$ cat config.mk
export PLATFORM = sky130hd
export DESIGN_NAME = in_ep_bankbuf
export DESIGN_NICKNAME = d
export VERILOG_FILES = /design/src/rtl/in_ep_bankbuf.sv
export SDC_FILE = /design/constraint.sdc
export NUM_CORES = 1
export LEC_CHECK = 0
export CAP_MARGIN = 10
export CORE_ASPECT_RATIO = 0.9
export CORE_MARGIN = 2
export CORE_UTILIZATION = 55
export CTS_CLUSTER_SIZE = 24
export DETAILED_ROUTE_END_ITERATION = 6
export PLACE_DENSITY = 0.71
export SYNTH_ARGS = -nofsm -noshare
export SYNTH_HDL_FRONTEND = slang
export SYNTH_SLANG_ARGS = --single-unit
$ cat constraint.sdc
create_clock -name clk -period 7 [get_ports clk]
set_input_delay 1.4 -clock clk [delete_from_list [all_inputs] [get_ports clk]]
set_output_delay 1.4 -clock clk [all_outputs]
set_load 0.02 [all_outputs]
$ cat src/rtl/in_ep_bankbuf.sv
module in_ep_bankbuf #(
  parameter int MAX_PKT = 64,
  parameter int NBANKS  = 2,
  parameter int DW      = 8
) (
  input  logic                         clk,
  input  logic                         rst_n,
  input  logic                         cfg_auto_valid,
  input  logic                         app_wr,
  input  logic [DW-1:0]                app_wdata,
  input  logic                         app_set_rdy,
  input  logic                         app_int_en_set,
  input  logic                         app_int_en_clr,
  input  logic                         flush,
  output logic                         app_pkt_rdy,
  output logic                         app_irq,
  input  logic                         sie_in_token,
  input  logic                         sie_rd,
  input  logic                         sie_ack,
  output logic                         sie_has_pkt,
  output logic [$clog2(MAX_PKT+1)-1:0] sie_len,
  output logic [DW-1:0]                sie_rdata,
  output logic                         sie_nak
);
  localparam int CW    = $clog2(MAX_PKT + 1);
  localparam int DEPTH = MAX_PKT * NBANKS;
  localparam int AD    = (DEPTH > 1) ? $clog2(DEPTH) : 1;

  logic [DW-1:0]     mem [DEPTH];
  logic [NBANKS-1:0] valid;
  logic [CW-1:0]     cnt [NBANKS];
  logic              wr_bank, rd_bank, int_en;
  logic [CW-1:0]     wr_ptr, rd_ptr;

  function automatic logic next_bank(input logic b);
    return (NBANKS == 2) ? ~b : 1'b0;
  endfunction

  logic          wr_ok, auto_fire, seal, free, rd_ok;
  logic [CW-1:0] wr_cnt;
  logic [AD-1:0] wr_addr, rd_addr;

  assign app_pkt_rdy = valid[wr_bank];
  assign sie_has_pkt = valid[rd_bank];
  assign sie_len     = cnt[rd_bank];
  assign app_irq     = int_en & ~app_pkt_rdy;

  assign wr_ok     = app_wr & ~valid[wr_bank] & (wr_ptr < CW'(MAX_PKT));
  assign wr_cnt    = wr_ptr + CW'(wr_ok);
  assign auto_fire = wr_ok & cfg_auto_valid & (wr_cnt == CW'(MAX_PKT));
  assign seal      = ~valid[wr_bank] & (app_set_rdy | auto_fire);
  assign free      = sie_ack & valid[rd_bank];
  assign rd_ok     = sie_rd & valid[rd_bank] & (rd_ptr < cnt[rd_bank]);
  assign wr_addr   = AD'(int'(wr_bank) * MAX_PKT + int'(wr_ptr));
  assign rd_addr   = AD'(int'(rd_bank) * MAX_PKT + int'(rd_ptr));

  always_ff @(posedge clk) begin
    if (wr_ok) mem[wr_addr] <= app_wdata;
    if (rd_ok) sie_rdata <= mem[rd_addr];
  end

  always_ff @(posedge clk or negedge rst_n) begin
    if (!rst_n) begin
      valid <= '0;
      for (int b = 0; b < NBANKS; b++) cnt[b] <= '0;
    end else if (flush) begin
      valid <= '0;
    end else begin
      for (int b = 0; b < NBANKS; b++) begin
        if (free && int'(rd_bank) == b) valid[b] <= 1'b0;
        if (seal && int'(wr_bank) == b) begin
          valid[b] <= 1'b1;
          cnt[b]   <= wr_cnt;
        end
      end
    end
  end

  always_ff @(posedge clk or negedge rst_n) begin
    if (!rst_n) begin
      wr_bank <= 1'b0;
      wr_ptr  <= '0;
    end else if (flush) begin
      wr_bank <= 1'b0;
      wr_ptr  <= '0;
    end else if (seal) begin
      wr_bank <= next_bank(wr_bank);
      wr_ptr  <= '0;
    end else if (wr_ok) begin
      wr_ptr  <= wr_cnt;
    end
  end

  always_ff @(posedge clk or negedge rst_n) begin
    if (!rst_n) begin
      rd_bank <= 1'b0;
      rd_ptr  <= '0;
      sie_nak <= 1'b0;
    end else begin
      sie_nak <= sie_in_token & ~valid[rd_bank] & ~flush;
      if (flush) begin
        rd_bank <= 1'b0;
        rd_ptr  <= '0;
      end else if (free) begin
        rd_bank <= next_bank(rd_bank);
        rd_ptr  <= '0;
      end else if (sie_in_token) begin
        rd_ptr  <= '0;
      end else if (rd_ok) begin
        rd_ptr  <= rd_ptr + 1'b1;
      end
    end
  end

  always_ff @(posedge clk or negedge rst_n) begin
    if (!rst_n)              int_en <= 1'b0;
    else if (app_int_en_clr) int_en <= 1'b0;
    else if (app_int_en_set) int_en <= 1'b1;
  end

  assert_nak_when_empty_R6: assert property (@(posedge clk) disable iff (!rst_n)
    sie_nak |-> !$past(sie_has_pkt));
  assert_len_bound_R4: assert property (@(posedge clk) disable iff (!rst_n)
    sie_has_pkt |-> sie_len <= CW'(MAX_PKT));
  assert_wr_ptr_bound_R4: assert property (@(posedge clk) disable iff (!rst_n)
    wr_ptr <= CW'(MAX_PKT));
  assert_flush_empties_R10: assert property (@(posedge clk) disable iff (!rst_n)
    flush |=> (!sie_has_pkt && !app_pkt_rdy));
  assert_ack_frees_one_R8: assert property (@(posedge clk) disable iff (!rst_n)
    (free && !seal && !flush) |=> $countones(valid) == $past($countones(valid)) - 1);
  assert_irq_masked_R9: assert property (@(posedge clk) disable iff (!rst_n)
    app_int_en_clr |=> !app_irq);
endmodule

==> metrics <==
Max Freq 220 MHz; most frequent cell after synthesis edfxtp_1; net total in the final layout 2032; Cells on Worst Hold Path 2; fraction of synthesized cell area taken by the top area cell type 74.1%; floorplan row count 95; Remaining DRCs 0; synthesized net count 1970; routed length per placed instance 30.4 um; wirelength, routed 94300 um; post-synthesis cell count 1942; setup clock skew after layout 24.2 ps; initial core utilization 55.7%; utilization after layout 61.7%; async set-or-reset flop fraction in the synthesized netlist 3.19%; YS warnings 0; sequential share of the synthesized area 76.2%; data arrival at the endpoint of the critical path 5070 ps; worst voltage drop across the vdd grid 0.000186 V; routed via count 20200; worst slew margin relative to its limit 27.2%; die span in x 295 um; number of diodes added for antenna fixing 0; routability-driven placement congestion ratio 0.836; startpoint type of the worst setup path input pin; clock root buffer clkbuf_16; Power per Cell Area 270 nW/um2; global-route total usage across every layer 24.7%; start-to-end type of the worst setup path in2reg; endpoint of the worst register-to-register path sie_rdata[5]$_DFFE_PP_; antenna violation net count after detailed routing 0; Total Die Area 78200 um2; area growth from synthesis to layout 10.7%; register bit count reported by yosys 1066; global-route wire length before repair 139000 um; count of endpoints failing hold in the final timing report 0; share of synthesized cell area in and, or, nand and nor gates 2.92%; required time at the endpoint of the critical path 7530 ps; count of input and output buffers 37; r2r startpoint rd_ptr[0]$_DFFE_PN0P_; Hold Path Origin int_en$_DFFE_PN0P_; GRT Residual Overflow 0; Static Leak 14.1 nW; number of pins exceeding their max-slew limit in the final report 0; ys flop type edfxtp_1; leading post-synthesis cells by instance count 1032 x edfxtp_1, 289 x mux4_2, 153 x nor2_1; number of distinct library cells after synthesis 56; RSZ-0062 raised after global routing false; arithmetic-cell share of the synthesized area counting full adders, half adders and majority gates 0.269%; final critical path time including I/O delays and setup 4540 ps; hold bufs inserted after CTS 0; clock slew at the register clock pins of the worst setup and hold paths 60 ps; post-synthesis mux area share 17.4%; PnR Total Power 12.5 mW; maximum fanout encountered on the critical timing path 9; Maximum Capacitance Violations 0; clock latency on the worst-skew pair 650 ps; number of iterations in the first detailed-routing pass 5; outcome completed; synth top area cells edfxtp_1 74%, mux4_2 16%, dfrtp_1 2.0%; CTS tree done; post-CTS setup buffer count 0; Worst R2R Setup Slack 2840 ps; endpoint of the worst hold-timing path int_en$_DFFE_PN0P_; post-synthesis xor/xnor area fraction 0.293%; setup violation total in the final timing report 0; cell taking the most area after synthesis edfxtp_1; slew at the pin closest to its max-slew limit 1090 ps; maximum level of the CTS H-tree 3; buffer levels on the longest clock path 3; number of I/O pins 38; placeable core region 75000 um2; vertical extent of the die 266 um; largest net degree at the start of global routing 131; Clock Sink Count 1066; type of the tightest min-delay check reg2reg; fraction of the mapped netlist area in compound gates 1.63%; filler cell count 4995; cells on worst reg2reg path 6; Final Hold Slack 492 ps; Critical Path Sink Type flip-flop; Total Neg Setup Slack 0 ps; via count of the first global-routing pass 19900; instance area at placement 43200 um2; per-instance average area after synthesis 21.5 um2; number of synthesized flops with an enable pin 1032; antenna violations before repair 0; final HPWL from detailed placement 55300 um; number of gates given a new drive strength after cts 0; detail-routed via count per cell 6.50; cell area after layout 46300 um2; layout cell share with drive strength beyond 1 24.3%; final period utilization 64.8%; Synth Cell Area 41800 um2; combinational family with the most area after synthesis multiplexers; TritonCTS Buffers 100; DR iter-0 viols 2864
-- logic make-up after synthesis --
logic type      Yosys count
buf+inv                 117
flops                  1066
mux                     361
fa+ha+maj                 9
compound gates          102
xor+xnor                 14
simple gates            273
-- cells in the final DEF (no fill, tap or decap), types with 3 or more instances in the layout --
master,netlist,final
edfxtp_1,1032,1032
mux4_2,289,289
nor2_1,153,153
clkbuf_16,0,102
nand2_1,51,48
mux2i_1,44,44
dfrtp_1,34,31
clkdlybuf4s50_1,0,29
buf_4,19,29
mux2_2,28,28
a21oi_1,26,26
clkinv_2,0,26
clkinv_1,2,24
clkbuf_1,42,22
nand3_1,19,15
inv_1,12,12
a31oi_1,12,12
o21ai_0,12,12
nor2b_1,9,9
a22oi_1,9,9
ha_1,9,9
xnor2_1,8,8
nand3b_1,6,6
o221ai_1,6,6
and2_1,6,6
xor2_1,6,6
a211oi_1,6,6
nand4_1,5,5
o31ai_1,5,5
buf_12,0,5
a311oi_1,4,4
nor3_1,4,4
nand2b_1,4,4
nand3_2,0,4
bufinv_16,0,4
and3_1,3,3
a2111oi_0,3,3
nand2_2,0,3
-- where the power goes --
group / switching, mW / internal, mW / leakage (nW)
Clock: 2.28 / 2.84 / 1.52
Combinational: 0.244 / 0.107 / 2.85
Sequential: 0.0174 / 7.02 / 9.74
Total: 2.54 / 9.96 / 14.1
-- flip-flops by register name, summed over array words and instances (netlist names) --
| name | count |
|---|---|
| rd_ptr | 7 |
| int_en | 1 |
| wr_bank | 1 |
| rd_bank | 1 |
| cnt | 14 |
| valid | 2 |
| sie_nak | 1 |
| wr_ptr | 7 |
| mem | 1024 |
| sie_rdata | 8 |
-- worst max-delay path, stage by stage --
cell and delay [ps]:
clkdlybuf4s50_1 420, nand3b_1 280, clkinv_1 330, ha_1 300, ha_1 250, xor2_1 200, or4b_1 480, nor3_1 220
a31oi_1 250, nor4_4 530, mux2_2 410
-- worst max-delay path by stage --
stage / depth (start not counted) / endpoint / slack (ps) / from
6_report: 11 / cnt[9]$_DFFE_PN0P_ / 2460 / app_wr
5_1_grt: 11 / cnt[9]$_DFFE_PN0P_ / 2260 / app_wr
4_1_cts: 11 / cnt[9]$_DFFE_PN0P_ / 2510 / app_wr
3_5_place_dp: 11 / cnt[9]$_DFFE_PN0P_ / 1840 / app_wr
3_3_place_gp: 11 / cnt[7]$_DFFE_PN0P_ / 1900 / app_wr
2_1_floorplan: 10 / cnt[10]$_DFFE_PN0P_ / 2840 / app_wr
-- cell type report --
type / count / area (um2) / area share [%]
inverters: 14 / 55.1 / 0.119
well taps: 1018 / 1270 / 2.75
repair buffers: 63 / 608 / 1.31
clock inverters: 58 / 402 / 0.868
multi-input cells: 759 / 9430 / 20.4
flip-flops and latches: 1066 / 31800 / 68.8
clock buffers: 126 / 2660 / 5.75
-- layer usage --
| metal | vias up | wire, um | track usage [%] |
|---|---|---|---|
| li1 | 8204 | - | - |
| met1 | 10600 | 38700 | 37.8 |
| met2 | 1167 | 43400 | 37.2 |
| met3 | 167 | 9980 | 5.12 |
| met4 | 0 | 2190 | 5.87 |
| met5 | - | 0 | 0 |
-- per-stage QoR --
step,std cells,worst slack (ps)
floorplan,1942,2840
global placement,2920,1900
detailed placement,2920,1840
CTS,3104,2510
global route,3104,2260
finish,3104,2460
(Power assumes the default switching activity.)
